File: src/rtl/lsb_pkg.sv
package lsb_pkg;

  localparam int unsigned WORD_W = 32;

  typedef enum logic [1:0] {
    MSG_NONE = 2'b00,
    MSG_WR   = 2'b01,
    MSG_RD   = 2'b10,
    MSG_RSP  = 2'b11
  } msg_t;

  // Address lies in the aligned page of 2**lg bytes that starts at base.
  function automatic logic in_page(input logic [WORD_W-1:0] addr,
                                   input logic [WORD_W-1:0] base,
                                   input int unsigned lg);
    return (addr >> lg) == (base >> lg);
  endfunction

  // Far-side mailbox address for a local mailbox offset.
  function automatic logic [WORD_W-1:0] mbox_far(input logic [WORD_W-1:0] base,
                                                 input logic [WORD_W-1:0] off,
                                                 input int unsigned lg);
    logic [WORD_W-1:0] mask;
    mask = (WORD_W'(1) << lg) - WORD_W'(1);
    return (base & ~mask) | (off & mask);
  endfunction

endpackage

File: src/rtl/lsb_mbox.sv
module lsb_mbox #(
  parameter int unsigned DW    = 32,
  parameter int unsigned WORDS = 8,
  localparam int unsigned IW   = $clog2(WORDS)
) (
  input  logic          clk,
  input  logic          rst_n,
  input  logic          a_we,
  input  logic [IW-1:0] a_idx,
  input  logic [DW-1:0] a_data,
  input  logic          b_we,
  input  logic [IW-1:0] b_idx,
  input  logic [DW-1:0] b_data,
  input  logic [IW-1:0] r_idx,
  output logic [DW-1:0] r_data
);

  logic [DW-1:0] word_q [WORDS];

  // Port a (local slave) is written last so it wins a same-word collision.
  always_ff @(posedge clk) begin
    if (!rst_n) begin
      for (int i = 0; i < WORDS; i++) word_q[i] <= '0;
    end else begin
      if (b_we) word_q[b_idx] <= b_data;
      if (a_we) word_q[a_idx] <= a_data;
    end
  end

  assign r_data = word_q[r_idx];

endmodule

File: src/rtl/lsb_rx.sv
module lsb_rx
  import lsb_pkg::*;
#(
  parameter int unsigned        MB_LG     = 5,
  parameter logic [WORD_W-1:0]  MBOX_BASE = 32'h0000_2000,
  localparam int unsigned       IW        = MB_LG - 2
) (
  input  logic              clk,
  input  logic              rst_n,
  input  logic              s_tvalid,
  input  logic [WORD_W-1:0] s_tdata,
  input  logic [1:0]        s_tuser,
  output logic              s_tready,
  output logic              mst_awvalid,
  output logic [WORD_W-1:0] mst_awaddr,
  input  logic              mst_awready,
  output logic              mst_wvalid,
  output logic [WORD_W-1:0] mst_wdata,
  input  logic              mst_wready,
  input  logic              mst_bvalid,
  output logic              mst_bready,
  output logic              mst_arvalid,
  output logic [WORD_W-1:0] mst_araddr,
  input  logic              mst_arready,
  input  logic              mst_rvalid,
  input  logic [WORD_W-1:0] mst_rdata,
  output logic              mst_rready,
  output logic              mb_we,
  output logic [IW-1:0]     mb_idx,
  output logic [WORD_W-1:0] mb_data,
  output logic              rsp_hit,
  output logic [WORD_W-1:0] rsp_data,
  output logic              up_valid,
  output logic [WORD_W-1:0] up_data,
  input  logic              up_ready
);

  typedef enum logic [2:0] {
    RX_IDLE, RX_WDATA, RX_WISSUE, RX_BWAIT, RX_AR, RX_RWAIT, RX_RSEND
  } rx_st_t;

  rx_st_t            st_q;
  logic [WORD_W-1:0] addr_q, data_q;
  logic              aw_done_q, w_done_q;
  logic              acc, hit_mbox, aw_fire, w_fire;

  assign s_tready = (st_q == RX_IDLE) || (st_q == RX_WDATA);
  assign acc      = s_tvalid && s_tready;
  assign hit_mbox = in_page(addr_q, MBOX_BASE, MB_LG);

  assign mst_awvalid = (st_q == RX_WISSUE) && !aw_done_q;
  assign mst_wvalid  = (st_q == RX_WISSUE) && !w_done_q;
  assign mst_awaddr  = addr_q;
  assign mst_wdata   = data_q;
  assign mst_bready  = (st_q == RX_BWAIT);
  assign mst_arvalid = (st_q == RX_AR);
  assign mst_araddr  = addr_q;
  assign mst_rready  = (st_q == RX_RWAIT);
  assign aw_fire     = mst_awvalid && mst_awready;
  assign w_fire      = mst_wvalid && mst_wready;

  assign mb_we    = (st_q == RX_WDATA) && acc && hit_mbox;
  assign mb_idx   = addr_q[MB_LG-1:2];
  assign mb_data  = s_tdata;
  assign rsp_hit  = (st_q == RX_IDLE) && acc && (msg_t'(s_tuser) == MSG_RSP);
  assign rsp_data = s_tdata;
  assign up_valid = (st_q == RX_RSEND);
  assign up_data  = data_q;

  always_ff @(posedge clk) begin
    if (!rst_n) begin
      st_q      <= RX_IDLE;
      addr_q    <= '0;
      data_q    <= '0;
      aw_done_q <= 1'b0;
      w_done_q  <= 1'b0;
    end else begin
      unique case (st_q)
        RX_IDLE: if (acc) begin
          unique case (msg_t'(s_tuser))
            MSG_WR:  begin addr_q <= s_tdata; st_q <= RX_WDATA; end
            MSG_RD:  begin addr_q <= s_tdata; st_q <= RX_AR;    end
            default: ;
          endcase
        end
        RX_WDATA: if (acc) begin
          data_q    <= s_tdata;
          aw_done_q <= 1'b0;
          w_done_q  <= 1'b0;
          st_q      <= hit_mbox ? RX_IDLE : RX_WISSUE;
        end
        RX_WISSUE: begin
          if (aw_fire) aw_done_q <= 1'b1;
          if (w_fire)  w_done_q  <= 1'b1;
          if ((aw_done_q || aw_fire) && (w_done_q || w_fire)) st_q <= RX_BWAIT;
        end
        RX_BWAIT: if (mst_bvalid) st_q <= RX_IDLE;
        RX_AR:    if (mst_arready) st_q <= RX_RWAIT;
        RX_RWAIT: if (mst_rvalid) begin data_q <= mst_rdata; st_q <= RX_RSEND; end
        RX_RSEND: if (up_ready) st_q <= RX_IDLE;
        default:  st_q <= RX_IDLE;
      endcase
    end
  end

  AST_AW_HOLD: assert property (@(posedge clk) disable iff (!rst_n)
    mst_awvalid && !mst_awready |=> mst_awvalid && $stable(mst_awaddr));
  AST_AR_HOLD: assert property (@(posedge clk) disable iff (!rst_n)
    mst_arvalid && !mst_arready |=> mst_arvalid && $stable(mst_araddr));
  AST_MBOX_NO_MASTER: assert property (@(posedge clk) disable iff (!rst_n)
    mb_we |=> !mst_awvalid && !mst_wvalid);

endmodule

File: src/rtl/lsb_tx.sv
module lsb_tx
  import lsb_pkg::*;
#(
  parameter int unsigned       SLV_AW    = 15,
  parameter int unsigned       MB_LG     = 5,
  parameter logic [WORD_W-1:0] MBOX_BASE = 32'h0000_2000,
  parameter logic [WORD_W-1:0] RMT_BASE  = 32'h0000_1000,
  parameter int unsigned       RMT_LG    = 12,
  localparam int unsigned      IW        = MB_LG - 2
) (
  input  logic              clk,
  input  logic              rst_n,
  input  logic              slv_awvalid,
  input  logic [SLV_AW-1:0] slv_awaddr,
  output logic              slv_awready,
  input  logic              slv_wvalid,
  input  logic [WORD_W-1:0] slv_wdata,
  output logic              slv_wready,
  output logic              slv_bvalid,
  input  logic              slv_bready,
  input  logic              slv_arvalid,
  input  logic [SLV_AW-1:0] slv_araddr,
  output logic              slv_arready,
  output logic              slv_rvalid,
  output logic [WORD_W-1:0] slv_rdata,
  input  logic              slv_rready,
  output logic              mb_we,
  output logic [IW-1:0]     mb_idx,
  output logic [WORD_W-1:0] mb_data,
  output logic [IW-1:0]     mb_ridx,
  input  logic [WORD_W-1:0] mb_rdata,
  input  logic              rsp_hit,
  input  logic [WORD_W-1:0] rsp_data,
  output logic              up_valid,
  output logic [WORD_W-1:0] up_data,
  output logic [1:0]        up_user,
  output logic              up_last,
  input  logic              up_ready
);

  typedef enum logic [2:0] {
    TX_IDLE, TX_SEND_A, TX_SEND_D, TX_BRESP, TX_SEND_R, TX_RWAIT, TX_RRESP
  } tx_st_t;

  tx_st_t            st_q;
  logic [WORD_W-1:0] addr_q, data_q, rdata_q;
  logic [WORD_W-1:0] w_off, r_off;
  logic              wr_go, rd_go, w_mb, w_rm, r_mb, r_rm;

  assign w_off = WORD_W'(slv_awaddr);
  assign r_off = WORD_W'(slv_araddr);
  assign w_mb  = in_page(w_off, '0, MB_LG);
  assign w_rm  = in_page(w_off, RMT_BASE, RMT_LG);
  assign r_mb  = in_page(r_off, '0, MB_LG);
  assign r_rm  = in_page(r_off, RMT_BASE, RMT_LG);

  assign wr_go = (st_q == TX_IDLE) && slv_awvalid && slv_wvalid;
  assign rd_go = (st_q == TX_IDLE) && slv_arvalid && !(slv_awvalid && slv_wvalid);

  assign slv_awready = wr_go;
  assign slv_wready  = wr_go;
  assign slv_arready = rd_go;
  assign slv_bvalid  = (st_q == TX_BRESP);
  assign slv_rvalid  = (st_q == TX_RRESP);
  assign slv_rdata   = rdata_q;

  assign mb_we   = wr_go && w_mb;
  assign mb_idx  = slv_awaddr[MB_LG-1:2];
  assign mb_data = slv_wdata;
  assign mb_ridx = slv_araddr[MB_LG-1:2];

  always_comb begin
    up_valid = 1'b0;
    up_data  = addr_q;
    up_user  = MSG_WR;
    up_last  = 1'b0;
    unique case (st_q)
      TX_SEND_A: up_valid = 1'b1;
      TX_SEND_D: begin up_valid = 1'b1; up_data = data_q; up_last = 1'b1; end
      TX_SEND_R: begin up_valid = 1'b1; up_user = MSG_RD; up_last = 1'b1; end
      default: ;
    endcase
  end

  always_ff @(posedge clk) begin
    if (!rst_n) begin
      st_q    <= TX_IDLE;
      addr_q  <= '0;
      data_q  <= '0;
      rdata_q <= '0;
    end else begin
      unique case (st_q)
        TX_IDLE: begin
          if (wr_go) begin
            data_q <= slv_wdata;
            addr_q <= w_mb ? mbox_far(MBOX_BASE, w_off, MB_LG) : w_off;
            st_q   <= (w_mb || w_rm) ? TX_SEND_A : TX_BRESP;
          end else if (rd_go) begin
            addr_q <= r_off;
            if (r_rm) st_q <= TX_SEND_R;
            else begin
              rdata_q <= r_mb ? mb_rdata : '0;
              st_q    <= TX_RRESP;
            end
          end
        end
        TX_SEND_A: if (up_ready) st_q <= TX_SEND_D;
        TX_SEND_D: if (up_ready) st_q <= TX_BRESP;
        TX_SEND_R: if (up_ready) st_q <= TX_RWAIT;
        TX_RWAIT:  if (rsp_hit) begin rdata_q <= rsp_data; st_q <= TX_RRESP; end
        TX_BRESP:  if (slv_bready) st_q <= TX_IDLE;
        TX_RRESP:  if (slv_rready) st_q <= TX_IDLE;
        default:   st_q <= TX_IDLE;
      endcase
    end
  end

  AST_BVALID_HOLD: assert property (@(posedge clk) disable iff (!rst_n)
    slv_bvalid && !slv_bready |=> slv_bvalid);
  AST_RVALID_HOLD: assert property (@(posedge clk) disable iff (!rst_n)
    slv_rvalid && !slv_rready |=> slv_rvalid && $stable(slv_rdata));
  AST_BRESP_AFTER_DATA: assert property (@(posedge clk) disable iff (!rst_n)
    up_valid && up_user == MSG_WR && !up_last |=> !slv_bvalid);

endmodule

File: src/rtl/lsb_up_arb.sv
module lsb_up_arb
  import lsb_pkg::*;
(
  input  logic              clk,
  input  logic              rst_n,
  input  logic              a_valid,
  input  logic [WORD_W-1:0] a_data,
  output logic              a_ready,
  input  logic              b_valid,
  input  logic [WORD_W-1:0] b_data,
  input  logic [1:0]        b_user,
  input  logic              b_last,
  output logic              b_ready,
  output logic              m_tvalid,
  output logic [WORD_W-1:0] m_tdata,
  output logic [1:0]        m_tuser,
  input  logic              m_tready
);

  // Source a: single response beats; source b: requests of one or two beats.
  logic lock_q, own_q, sel, cur_last, acc, w_phase_q;

  assign sel      = lock_q ? own_q : !a_valid;
  assign m_tvalid = sel ? b_valid : a_valid;
  assign m_tdata  = sel ? b_data  : a_data;
  assign m_tuser  = sel ? b_user  : MSG_RSP;
  assign cur_last = sel ? b_last  : 1'b1;
  assign a_ready  = !sel && m_tready;
  assign b_ready  = sel && m_tready;
  assign acc      = m_tvalid && m_tready;

  always_ff @(posedge clk) begin
    if (!rst_n) begin
      lock_q    <= 1'b0;
      own_q     <= 1'b0;
      w_phase_q <= 1'b0;
    end else begin
      if (m_tvalid) begin
        lock_q <= !(m_tready && cur_last);
        own_q  <= sel;
      end
      if (acc && m_tuser == MSG_WR) w_phase_q <= !w_phase_q;
    end
  end

  AST_UP_HOLD: assert property (@(posedge clk) disable iff (!rst_n)
    m_tvalid && !m_tready |=> m_tvalid && $stable(m_tdata) && $stable(m_tuser));
  AST_WRITE_PAIR: assert property (@(posedge clk) disable iff (!rst_n)
    acc && w_phase_q |-> m_tuser == MSG_WR);

endmodule

File: src/rtl/lite_stream_bridge.sv
module lite_stream_bridge
  import lsb_pkg::*;
#(
  parameter int unsigned       SLV_AW    = 15,
  parameter int unsigned       MB_WORDS  = 8,
  parameter logic [31:0]       MBOX_BASE = 32'h0000_2000,
  parameter logic [31:0]       RMT_BASE  = 32'h0000_1000,
  parameter int unsigned       RMT_LG    = 12
) (
  input  logic              clk,
  input  logic              rst_n,
  input  logic              s_tvalid,
  input  logic [31:0]       s_tdata,
  input  logic [1:0]        s_tuser,
  output logic              s_tready,
  output logic              m_tvalid,
  output logic [31:0]       m_tdata,
  output logic [1:0]        m_tuser,
  input  logic              m_tready,
  output logic              mst_awvalid,
  output logic [31:0]       mst_awaddr,
  input  logic              mst_awready,
  output logic              mst_wvalid,
  output logic [31:0]       mst_wdata,
  input  logic              mst_wready,
  input  logic              mst_bvalid,
  output logic              mst_bready,
  output logic              mst_arvalid,
  output logic [31:0]       mst_araddr,
  input  logic              mst_arready,
  input  logic              mst_rvalid,
  input  logic [31:0]       mst_rdata,
  output logic              mst_rready,
  input  logic              slv_awvalid,
  input  logic [SLV_AW-1:0] slv_awaddr,
  output logic              slv_awready,
  input  logic              slv_wvalid,
  input  logic [31:0]       slv_wdata,
  output logic              slv_wready,
  output logic              slv_bvalid,
  output logic [1:0]        slv_bresp,
  input  logic              slv_bready,
  input  logic              slv_arvalid,
  input  logic [SLV_AW-1:0] slv_araddr,
  output logic              slv_arready,
  output logic              slv_rvalid,
  output logic [31:0]       slv_rdata,
  output logic [1:0]        slv_rresp,
  input  logic              slv_rready
);

  localparam int unsigned IW    = $clog2(MB_WORDS);
  localparam int unsigned MB_LG = IW + 2;

  logic          rx_mb_we, tx_mb_we;
  logic [IW-1:0] rx_mb_idx, tx_mb_idx, tx_mb_ridx;
  logic [31:0]   rx_mb_data, tx_mb_data, mb_rdata;
  logic          rsp_hit;
  logic [31:0]   rsp_data;
  logic          rx_up_valid, rx_up_ready, tx_up_valid, tx_up_ready, tx_up_last;
  logic [31:0]   rx_up_data, tx_up_data;
  logic [1:0]    tx_up_user;

  assign slv_bresp = 2'b00;
  assign slv_rresp = 2'b00;

  lsb_mbox #(.DW(WORD_W), .WORDS(MB_WORDS)) u_mbox (
    .clk(clk), .rst_n(rst_n),
    .a_we(tx_mb_we), .a_idx(tx_mb_idx), .a_data(tx_mb_data),
    .b_we(rx_mb_we), .b_idx(rx_mb_idx), .b_data(rx_mb_data),
    .r_idx(tx_mb_ridx), .r_data(mb_rdata)
  );

  lsb_rx #(.MB_LG(MB_LG), .MBOX_BASE(MBOX_BASE)) u_rx (
    .clk(clk), .rst_n(rst_n),
    .s_tvalid(s_tvalid), .s_tdata(s_tdata), .s_tuser(s_tuser), .s_tready(s_tready),
    .mst_awvalid(mst_awvalid), .mst_awaddr(mst_awaddr), .mst_awready(mst_awready),
    .mst_wvalid(mst_wvalid), .mst_wdata(mst_wdata), .mst_wready(mst_wready),
    .mst_bvalid(mst_bvalid), .mst_bready(mst_bready),
    .mst_arvalid(mst_arvalid), .mst_araddr(mst_araddr), .mst_arready(mst_arready),
    .mst_rvalid(mst_rvalid), .mst_rdata(mst_rdata), .mst_rready(mst_rready),
    .mb_we(rx_mb_we), .mb_idx(rx_mb_idx), .mb_data(rx_mb_data),
    .rsp_hit(rsp_hit), .rsp_data(rsp_data),
    .up_valid(rx_up_valid), .up_data(rx_up_data), .up_ready(rx_up_ready)
  );

  lsb_tx #(.SLV_AW(SLV_AW), .MB_LG(MB_LG), .MBOX_BASE(MBOX_BASE),
           .RMT_BASE(RMT_BASE), .RMT_LG(RMT_LG)) u_tx (
    .clk(clk), .rst_n(rst_n),
    .slv_awvalid(slv_awvalid), .slv_awaddr(slv_awaddr), .slv_awready(slv_awready),
    .slv_wvalid(slv_wvalid), .slv_wdata(slv_wdata), .slv_wready(slv_wready),
    .slv_bvalid(slv_bvalid), .slv_bready(slv_bready),
    .slv_arvalid(slv_arvalid), .slv_araddr(slv_araddr), .slv_arready(slv_arready),
    .slv_rvalid(slv_rvalid), .slv_rdata(slv_rdata), .slv_rready(slv_rready),
    .mb_we(tx_mb_we), .mb_idx(tx_mb_idx), .mb_data(tx_mb_data),
    .mb_ridx(tx_mb_ridx), .mb_rdata(mb_rdata),
    .rsp_hit(rsp_hit), .rsp_data(rsp_data),
    .up_valid(tx_up_valid), .up_data(tx_up_data), .up_user(tx_up_user),
    .up_last(tx_up_last), .up_ready(tx_up_ready)
  );

  lsb_up_arb u_arb (
    .clk(clk), .rst_n(rst_n),
    .a_valid(rx_up_valid), .a_data(rx_up_data), .a_ready(rx_up_ready),
    .b_valid(tx_up_valid), .b_data(tx_up_data), .b_user(tx_up_user),
    .b_last(tx_up_last), .b_ready(tx_up_ready),
    .m_tvalid(m_tvalid), .m_tdata(m_tdata), .m_tuser(m_tuser), .m_tready(m_tready)
  );

  AST_RESET_QUIET: assert property (@(posedge clk)
    !rst_n |=> !m_tvalid && !slv_bvalid && !slv_rvalid && !mst_awvalid && !mst_arvalid);
  AST_RSP_NEEDS_WAIT: assert property (@(posedge clk) disable iff (!rst_n)
    $rose(slv_rvalid) |-> $past(slv_arready) || $past(rsp_hit));

endmodule

File: config.mk
export PLATFORM = sky130hd
export DESIGN_NAME = lite_stream_bridge
export DESIGN_NICKNAME = d
export VERILOG_FILES = /design/src/rtl/lsb_pkg.sv /design/src/rtl/lsb_mbox.sv /design/src/rtl/lsb_rx.sv /design/src/rtl/lsb_tx.sv /design/src/rtl/lsb_up_arb.sv /design/src/rtl/lite_stream_bridge.sv
export SDC_FILE = /design/constraint.sdc
export NUM_CORES = 1
export LEC_CHECK = 0
export ABC_AREA = 1
export BUFFER_PORTS_ARGS = -buffer_cell sky130_fd_sc_hd__buf_2
export CAP_MARGIN = 30
export CORE_ASPECT_RATIO = 0.6
export CORE_MARGIN = 4
export CORE_UTILIZATION = 45
export CTS_CLUSTER_DIAMETER = 100
export DETAILED_ROUTE_END_ITERATION = 10
export GPL_ROUTABILITY_DRIVEN = 0
export PLACE_DENSITY = 0.72
export REMOVE_ABC_BUFFERS = 1
export SLEW_MARGIN = 20
export SYNTH_ARGS = -nofsm -noshare
export SYNTH_HDL_FRONTEND = slang
export SYNTH_SLANG_ARGS = --single-unit
File: constraint.sdc
create_clock -name clk -period 6.26 [get_ports clk]
set_input_delay 1.252 -clock clk [delete_from_list [all_inputs] [get_ports clk]]
set_output_delay 1.252 -clock clk [all_outputs]
set_load 0.01 [all_outputs]
==> qor.txt <==
Slew headroom: 36.7%
Crit-path leading delay family: compound AO/OA/AOI/OAI gates
Post-DRT Antenna Nets: 0
Yosys top cell by area: edfxtp_1
Worst Path Max Fanout: 34
Initial drt markers: 2887
WP data arrival: 2.81 ns
Worst VDD drop: 0.247 mV
DIE AREA: 53900 um2
Endpoints failing setup: 0
Hold path start: u_tx.data_q[19]
Layout area overhead: 14.7%
Filler cell count: 4803
Slowest stage delay, CP: 0.54 ns
Hold buffer count at cts: 0
Register Area: 10800 um2
Die X: 297 um
Clock Pin Slew Worst Setup and Hold Paths: 0.07 ns
Hold Violations, Final: 0
Initial core utilization: 45.6%
Number of synthesized flops with an enable pin: 256
Critical path cell sequence: nor2_1, o21ai_4, buf_16, clkinv_1, buf_4, o31ai_1, buf_2
Nets@finish: 3454
Share of flip-flops with an asynchronous set or reset: 0%
DP Cell Count: 3911
Minimum clock period: 4.06 ns
Outcome: complete, no violations
Pins over their slew limit: 0
Fin Hold WS: 0.451 ns
Layout Skew: 0.0149 ns
Worst Setup SP: u_rx.st_q[0]
Reg2reg start: u_rx.mst_araddr[13]
Top-area cell type share of the netlist area: 34.1%
Largest net degree at the start of global routing: 89
Grt total ovfl: 0
Max Cap Viol: 0
First-pass GRT wire length: 123000 um
Final WL: 83500 um
Drt pass-1 iters: 6
Netlist cell types: 35
# clock sinks: 409
Synth warnings: 0
Most used DFF post-synth: edfxtp_1
CP bufs+invs: 4
Chip height: 181 um
Mapped Area: 22600 um2
Unrepaired setup endpoints after global routing: no
Post-route clock period utilization: 64.9%
Worst Tran Pin Value: 0.948 ns
HP Class: register to register
Multi-input logic area: 10300 um2
Drt wl/cell: 20.9 um
Share of cells above drive strength 1: 14.3%
CTS resizes: 0
Fmax: 246 MHz
Clock Tree Root: clkbuf_16
Setup Buffers After CTS: 0
IO buf count: 315
Slowest library cell on the worst path: o21ai_4
Clk buf depth: 3
Crit path launch type: register
TritonCTS clock tree: built
Syn avg cell area: 7.09 um2
Number of synthesized register bits: 409
Crit end category: output pin
Leak: 0.0116 uW
Synth Instances: 3183
DR vias: 22.3k
Required time of the worst setup path: 5.01 ns
Finished Layout Cells: 3994
Pwr/cell area: 338 nW/um2
H-tree depth: 2
Critical path class: register to output pin
Setup TNS: 0 ns
Total CTS buffers: 41
Vias/cell: 5.59
GRT Util Overall: 29.4%
Number of global-route vias before repair: 20.2k
Synth cell count leaders: 1020 x nand2_1, 631 x nor2_1, 256 x edfxtp_1
DP Wirelength: 50600 um
DRC errors left: 0
Synth top area cells: edfxtp_1 34%, nand2_1 17%, dfxtp_1 14%
Boundary pin count: 320
Clk_lat worst skew: 0.56 ns
Core Area: 49500 um2
Post-synthesis sequential area ratio: 47.6%
Std cell rows: 63
Most numerous cell in the Yosys netlist: nand2_1
Initial antenna violation count: 3
-- metrics by stage --
| stage | setup slack, ns | total power (uW) | cell area, um2 | util [%] |
|---|---|---|---|---|
| after detailed placement | 1.88 | 6240 | 24400 | 49.3 |
| final | 2.20 | 8750 | 25900 | 52.3 |
| after CTS | 2.21 | 8690 | 25700 | 52.0 |
| after global placement | 1.88 | 6170 | 24100 | 48.7 |
| after global routing | 2.05 | 9160 | 25900 | 52.3 |
| after floorplan | 0.253 | 4920 | 21200 | - |
-- metal layers --
| metal | up-vias | wire [um] | track usage, % |
|---|---|---|---|
| li1 | 10510 | - | - |
| met1 | 10189 | 34200 | 41.0 |
| met2 | 1433 | 35600 | 44.9 |
| met3 | 199 | 10100 | 6.23 |
| met4 | 4 | 3370 | 11.4 |
| met5 | - | 148 | 1.85 |
-- worst reg2reg max path, cell delays in order, from the launching register on --
cell and delay, ns:
dfxtp_1 0.39, inv_1 0.07, nor2_1 0.27, nand2_1 0.10, nor2_1 0.10, nand2_1 0.13, nor2_1 0.25, nand3_2 0.40
o21ai_4 0.78, buf_4 0.48
-- cell type report --
cell class,instances,area share (%)
flip-flops and latches,409,41.5
multi-input cells,2366,39.6
repair buffers,367,8.85
clock buffers,57,4.52
well taps,650,3.14
inverters,125,1.82
clock inverters,18,0.508
diodes,2,0.0193
-- cell families after synthesis --
group                      synth area share, %
and+or+nand+nor                           34.1
buffers and inverters                     8.15
adders and majority gates                0.111
other                                   0.0166
AOI/OAI and AO/OA                         9.96
DFF                                       47.6
-- layout by cell type, fill, tap and decap left out, types with 45 or more instances in the layout --
cell	netlist	final
edfxtp_1	256	256
o21ai_0	251	251
nand2_1	1020	1016
nand3_1	210	208
a21oi_1	96	95
buf_2	81	313
dfxtp_1	153	153
nor2_1	631	619
inv_1	88	83
clkinv_1	34	45
-- final timing paths --
kind / endpoint / slack, ns / cells after the start
hold / removal: u_tx.data_q[19] / 0.45 / 2
setup reg to reg: u_mbox.word_q[2][9] / 2.95 / 9
setup / recovery: m_tdata[18] / 2.20 / 7
hold reg to reg: u_tx.data_q[19] / 0.45 / 2
-- power breakdown --
group / internal (uW) / switching [uW] / total, uW
Clock: 1390 / 1100 / 2490
Combinational: 869 / 1890 / 2760
Sequential: 3240 / 270 / 3510
Total: 5500 / 3260 / 8750
-- flip-flops by register name, indices dropped and copies added, names as in the netlist --
name,cells
u_arb.lock_q,1
u_arb.own_q,1
u_mbox.word_q,256
u_rx.aw_done_q,1
u_rx.mst_araddr,32
u_rx.mst_wdata,32
u_rx.st_q,3
u_rx.w_done_q,1
u_tx.addr_q,15
u_tx.data_q,32
u_tx.slv_rdata,32
u_tx.st_q,3
Power figures use the tool's default switching activity.
